--- src/rtl/spi_duplex_ctrl.sv ---
module spi_duplex_ctrl #(
  parameter int DIV_W = 8,
  parameter int DW    = 16,
  localparam int CW   = $clog2(DW),
  localparam int LW   = $clog2(DW + 1)
) (
  input  logic             clk,
  input  logic             rst_n,
  input  logic             cfg_master,
  input  logic             cfg_lsb_first,
  input  logic [LW-1:0]    cfg_len,
  input  logic [DIV_W-1:0] cfg_div,
  input  logic [DW-1:0]    tx_data,
  input  logic             start,
  output logic [DW-1:0]    rx_data,
  output logic             busy,
  output logic             done,
  output logic             m_sclk,
  output logic             m_cs_n,
  output logic             m_mosi,
  input  logic             m_miso,
  input  logic             s_sclk,
  input  logic             s_cs_n,
  input  logic             s_mosi,
  output logic             s_miso
);

  typedef enum logic [1:0] {ST_IDLE, ST_MRUN, ST_SRUN, ST_SHOLD} st_t;

  st_t             st;
  logic [DW-1:0]   tx_q, rx_sh;
  logic [CW-1:0]   cnt, last_q, last_cfg, bit_idx;
  logic            lsb_q, sck_q;
  logic [DIV_W-1:0] tmr, div_q;
  logic [2:0]      ssck, scs;
  logic [1:0]      smosi;
  logic            s_rise, s_fall, cs_act, out_bit;

  always_comb begin
    if (cfg_len < LW'(2))       last_cfg = CW'(1);
    else if (cfg_len > LW'(DW)) last_cfg = CW'(DW - 1);
    else                        last_cfg = CW'(cfg_len - LW'(1));
  end

  assign bit_idx = lsb_q ? cnt : last_q - cnt;
  assign out_bit = tx_q[bit_idx];
  assign s_rise  = ssck[1] & ~ssck[2];
  assign s_fall  = ~ssck[1] & ssck[2];
  assign cs_act  = ~scs[1];

  assign busy   = (st == ST_MRUN) || (st == ST_SRUN);
  assign m_sclk = (st == ST_MRUN) && sck_q;
  assign m_cs_n = (st != ST_MRUN);
  assign m_mosi = (st == ST_MRUN) && out_bit;
  assign s_miso = ((st == ST_SRUN) || (st == ST_SHOLD)) && out_bit;

  function automatic logic [DW-1:0] put_bit(input logic [DW-1:0] r, input logic b,
                                            input logic lsb, input logic [CW-1:0] pos);
    if (lsb) put_bit = r | (DW'(b) << pos);
    else     put_bit = {r[DW-2:0], b};
  endfunction

  always_ff @(posedge clk or negedge rst_n) begin
    if (!rst_n) begin
      ssck  <= '0;
      scs   <= '1;
      smosi <= '0;
    end else begin
      ssck  <= {ssck[1:0], s_sclk};
      scs   <= {scs[1:0], s_cs_n};
      smosi <= {smosi[0], s_mosi};
    end
  end

  always_ff @(posedge clk or negedge rst_n) begin
    if (!rst_n) begin
      st      <= ST_IDLE;
      tx_q    <= '0;
      rx_sh   <= '0;
      rx_data <= '0;
      cnt     <= '0;
      last_q  <= CW'(1);
      lsb_q   <= 1'b0;
      sck_q   <= 1'b0;
      tmr     <= '0;
      div_q   <= '0;
      done    <= 1'b0;
    end else begin
      unique case (st)
        ST_IDLE: begin
          if ((cfg_master && start) || (!cfg_master && cs_act)) begin
            st     <= cfg_master ? ST_MRUN : ST_SRUN;
            tx_q   <= tx_data;
            rx_sh  <= '0;
            cnt    <= '0;
            last_q <= last_cfg;
            lsb_q  <= cfg_lsb_first;
            div_q  <= cfg_div;
            tmr    <= '0;
            sck_q  <= 1'b0;
            done   <= 1'b0;
          end
        end
        ST_MRUN: begin
          if (tmr == div_q) begin
            tmr <= '0;
            if (!sck_q) begin
              sck_q <= 1'b1;
              rx_sh <= put_bit(rx_sh, m_miso, lsb_q, cnt);
            end else begin
              sck_q <= 1'b0;
              if (cnt == last_q) begin
                st      <= ST_IDLE;
                done    <= 1'b1;
                rx_data <= rx_sh;
              end else begin
                cnt <= cnt + CW'(1);
              end
            end
          end else begin
            tmr <= tmr + DIV_W'(1);
          end
        end
        ST_SRUN: begin
          if (!cs_act) begin
            st  <= ST_IDLE;
            cnt <= '0;
          end else if (s_rise) begin
            rx_sh <= put_bit(rx_sh, smosi[1], lsb_q, cnt);
            if (cnt == last_q) begin
              st      <= ST_SHOLD;
              done    <= 1'b1;
              rx_data <= put_bit(rx_sh, smosi[1], lsb_q, cnt);
            end
          end else if (s_fall) begin
            cnt <= cnt + CW'(1);
          end
        end
        ST_SHOLD: begin
          if (!cs_act) st <= ST_IDLE;
        end
        default: st <= ST_IDLE;
      endcase
    end
  end

  p_done_not_busy_r8: assert property (@(posedge clk) disable iff (!rst_n)
    done |-> !busy);

  p_mosi_steady_high_r5: assert property (@(posedge clk) disable iff (!rst_n)
    (m_sclk && $past(m_sclk)) |-> $stable(m_mosi));

  p_rx_justified_r7: assert property (@(posedge clk) disable iff (!rst_n)
    $rose(done) |-> ((32'(rx_data) >> (32'(last_q) + 32'd1)) == 32'd0));

  p_cnt_in_frame_r3: assert property (@(posedge clk) disable iff (!rst_n)
    busy |-> (cnt <= last_q));

  p_abort_clears_r10: assert property (@(posedge clk) disable iff (!rst_n)
    (st == ST_SRUN && !cs_act) |=> (!done && !busy));

  p_slave_role_quiet_r1: assert property (@(posedge clk) disable iff (!rst_n)
    (st == ST_SRUN) |-> (m_cs_n && !m_sclk && !m_mosi));

endmodule

--- config.mk ---
export PLATFORM = sky130hd
export DESIGN_NAME = spi_duplex_ctrl
export DESIGN_NICKNAME = d
export VERILOG_FILES = /design/src/rtl/spi_duplex_ctrl.sv
export SDC_FILE = /design/constraint.sdc
export NUM_CORES = 1
export LEC_CHECK = 0
export BUFFER_PORTS_ARGS = -buffer_cell sky130_fd_sc_hd__buf_2
export CELL_PAD_IN_SITES_DETAIL_PLACEMENT = 0
export CELL_PAD_IN_SITES_GLOBAL_PLACEMENT = 1
export CORE_ASPECT_RATIO = 2
export CORE_MARGIN = 2
export CORE_UTILIZATION = 41
export DETAILED_ROUTE_END_ITERATION = 10
export MAX_ROUTING_LAYER = met4
export PLACE_DENSITY = 0.83
export SYNTH_ARGS = -nofsm -noshare
export SYNTH_HDL_FRONTEND = slang
export SYNTH_SLANG_ARGS = --single-unit
export TNS_END_PERCENT = 100
--- constraint.sdc ---
create_clock -name clk -period 2.8 [get_ports clk]
set_clock_uncertainty 0.2 [all_clocks]
set_input_delay 0.56 -clock clk [delete_from_list [all_inputs] [get_ports clk]]
set_output_delay 0.56 -clock clk [all_outputs]
set_load 0.005 [all_outputs]
==> metrics.cfg <==
[sta]
timing.final.max_slew_violations=0
final_period_minus_worst_setup_slack_ns=3.47
final_critical_path_setup_slack_ns=-0.674
final-setup-viol-count=2
post_route_clock_period_utilization_pct=124
normalized_max_slew_margin_pct=56.5
rsz_0062_raised_after_global_routing=yes
finalHoldViolations=0
max_freq_mhz=288
setup-tns-final_ns=-1.34
max_slew.worst_pin.slew_ns=0.648

[finish]
n_antenna_cell=0
drive_above_1_share_pct=25.9
instances_no_fill=724
layout.filler_cells=1095
final_net_count=624
layout-area-overhead-vs-synth_pct=20.1
design_area_mm2=0.00578

[clock_network]
root_buffer=sky130_fd_sc_hd__clkbuf_16
buffer_depth_of_the_longest_clock_path=2
htree_num_levels=3
clock_transition_at_the_registers_of_the_reported_paths_ns=0.06
clock_sink_count=84
numCtsBuffers=9
insertion_delay_ns=0.35
cts_tree=built

[power]
static-leakage-power_nw=2.64
cellPowerDensity_mw_per_mm2=1090
power.ir.vdd_worst_uv=825
total_power_mw=6.31

[route]
finalWirelength_um=11400
drt_first_iter_violations=275
remaining_drc_errors=0
first_pass_iters=4
post_drt_wl_per_cell_um=15.7
drt-vias-per-instance=5.41
drt.antenna.violating_nets=0
via_count=3914

[placement]
place.detailed.hpwl_um=8000
port_buffers=59
postPlaceCellArea_mm2=0.00541
placed_cells=706
setup_slack_at_placement_ns=-0.327
gp_congestion=0.829

[worst_setup_path]
critical_path.startpoint=last_q[0]$_DFFE_PN1P_
r2r_setup_slack_ns=0.27
r2r-end=rx_sh[0]$_DFFE_PN0P_
worst_setup_path_endpoint=s_miso
setup.worst_path.class=reg -> out
required_ns=2.04
worstReg2RegStart=tmr[4]$_DFFE_PN0P_
crit_path_max_fanout=3
r2r.worst_path.cells=6
setup.worst_path.start_class=flip-flop
critical_path.endpoint_type=output pin
cp_data_arrival_time_ns=2.71

[synthesis]
synthesis.nets=555
ys_seq_area_share_pct=43.8
synth.top_cells.by_count=sky130_fd_sc_hd__dfrtp_1 (81), sky130_fd_sc_hd__nand2_1 (52), sky130_fd_sc_hd__o21ai_0 (49), sky130_fd_sc_hd__nor2_1 (40), sky130_fd_sc_hd__inv_1 (31)
synthesis.instances=505
synthesis.area_mm2=0.00481
async_reset_ff_share_pct=100
synth_flop_cell=sky130_fd_sc_hd__dfrtp_1
synth_area_leaders=sky130_fd_sc_hd__dfrtp_1 (42%), sky130_fd_sc_hd__mux2_2 (7.0%), sky130_fd_sc_hd__o21ai_0 (5.1%)
fraction_of_synthesized_cell_area_taken_by_the_top_area_cell_type_pct=42.1
syn_avg_cell_area_um2=9.52
ys_types=53
synth_edf_count=0
yosysMostFrequentCell=sky130_fd_sc_hd__dfrtp_1
synthesis.yosys.warnings=0
synthDominantAreaCellType=sky130_fd_sc_hd__dfrtp_1
synth_seq_cells=84

[floorplan]
die_width_um=80.6
die_h_um=157
core_region_area_mm2=0.0116
dieArea_mm2=0.0127
floorplan.rows=56
floorplan.io_pins=60
initial_utilization_pct=41.6

[run_status]
run_status=finished with violations
violations=negative setup slack

[grt]
pin_count_of_the_biggest_net_entering_global_routing=46
first_pass_grt_wire_length_um=18700
initial_antenna_violation_count=0
globalRouteTotalUtil_pct=19.5
overflow=0
first_global_vias=3808

[flow_run]
cap_violations=0

[hold_path]
hp-class=in -> reg

==> kinds of logic (layout without fill, tap and decap cells) <==
| kind of cell | after synthesis | count (layout) | synth area share (%) |
|---|---|---|---|
| and+or+nand+nor | 151 | 151 | 14.6 |
| buffers and inverters | 59 | 133 | 5.10 |
| DFF | 84 | 84 | 43.8 |
| adders and majority gates | 12 | 12 | 3.28 |
| muxes | 53 | 53 | 12.9 |
| xor gates and xnor gates | 13 | 13 | 2.37 |
| AOI/OAI and AO/OA | 133 | 133 | 18.0 |
==> metal layers <==
metal,up-vias,wire length (um),global-route usage (%)
met3,13,411,3.27
met4,0,165,5.97
li1,1935,-,-
met2,76,5730,31.7
met1,1890,5090,24.7
met5,-,0,-
==> layout make-up <==
cell class                      count  area, um^2  area share [%]
Sequential cell                    84        2110            36.4
Clock inverter                      6        86.3            1.49
Timing Repair Buffer               86         528            9.14
Multi-Input combinational cell    362        2520            43.6
Tap cell                          145         181            3.14
Clock buffer                       10         239            4.14
Inverter                           31         119            2.06
==> what timing repair did <==
item | CTS | global route
endpoints found under the setup margin | 2 | 2
hold buffers | 1 | 0
hold endpoints to repair | 9 | 0
setup buffers | 1 | 0
pin swaps | 6 | 7
resized for setup | 8 | 1
==> cells in the final DEF (no fill, tap or decap), drive strengths merged, types with 17 or more instances in the layout <==
master	n
mux2	41
nand2	52
o221ai	20
nand3	19
dfrtp	81
buf	85
a21oi	17
nor2	40
o21ai	56
inv	32
==> critical path: stages (launching register included) <==
cell and delay (ns):
sky130_fd_sc_hd__dfstp_2 0.54, sky130_fd_sc_hd__inv_2 0.05, sky130_fd_sc_hd__ha_4 0.16, sky130_fd_sc_hd__inv_4 0.05, sky130_fd_sc_hd__fa_1 0.40, sky130_fd_sc_hd__nand2b_1 0.13, sky130_fd_sc_hd__buf_4 0.13, sky130_fd_sc_hd__nand2_4 0.04
sky130_fd_sc_hd__mux4_2 0.28, sky130_fd_sc_hd__mux2_4 0.30, sky130_fd_sc_hd__nor2_4 0.10, sky130_fd_sc_hd__nor3_2 0.06, sky130_fd_sc_hd__buf_2 0.13
==> worst min-delay path by stage <==
stage | cells after the start | start | endpoint
6_report | 1 | s_cs_n | scs[0]$_DFF_PN1_
2_1_floorplan | 0 | rst_n | cnt[0]$_DFFE_PN0P_
4_1_cts | 1 | s_cs_n | scs[0]$_DFF_PN1_
3_3_place_gp | 0 | ssck[0]$_DFF_PN0_ | ssck[1]$_DFF_PN0_
5_1_grt | 1 | s_cs_n | scs[0]$_DFF_PN1_
3_5_place_dp | 0 | ssck[0]$_DFF_PN0_ | ssck[1]$_DFF_PN0_
==> power breakdown <==
part,leakage [nW],total (mW),switching (mW),internal [mW]
clock,0.159,1.31,0.501,0.805
sequential,1.08,2.01,0.335,1.67
combinational,1.41,3.00,1.61,1.39
total,2.64,6.31,2.44,3.87
==> flip-flops by register name, indices dropped and copies added, names as in the netlist <==
register and flops:
tmr 8, div_q 8, sck_q 1, last_q 4
done 1, cnt 4, st 2, tx_q 16
smosi 2, ssck 3, rx_sh 16, lsb_q 1
rx_data 16, scs 2
==> through the flow <==
step | hold WS (ns) | util, %
CTS | 0.108 | 50.0
global placement | 0.132 | 46.8
floorplan | 0.0644 | -
finish | 0.107 | 50.0
detailed placement | 0.137 | 46.8
global route | 0.109 | 50.0
No activity file was read; power rests on OpenSTA's default activity.
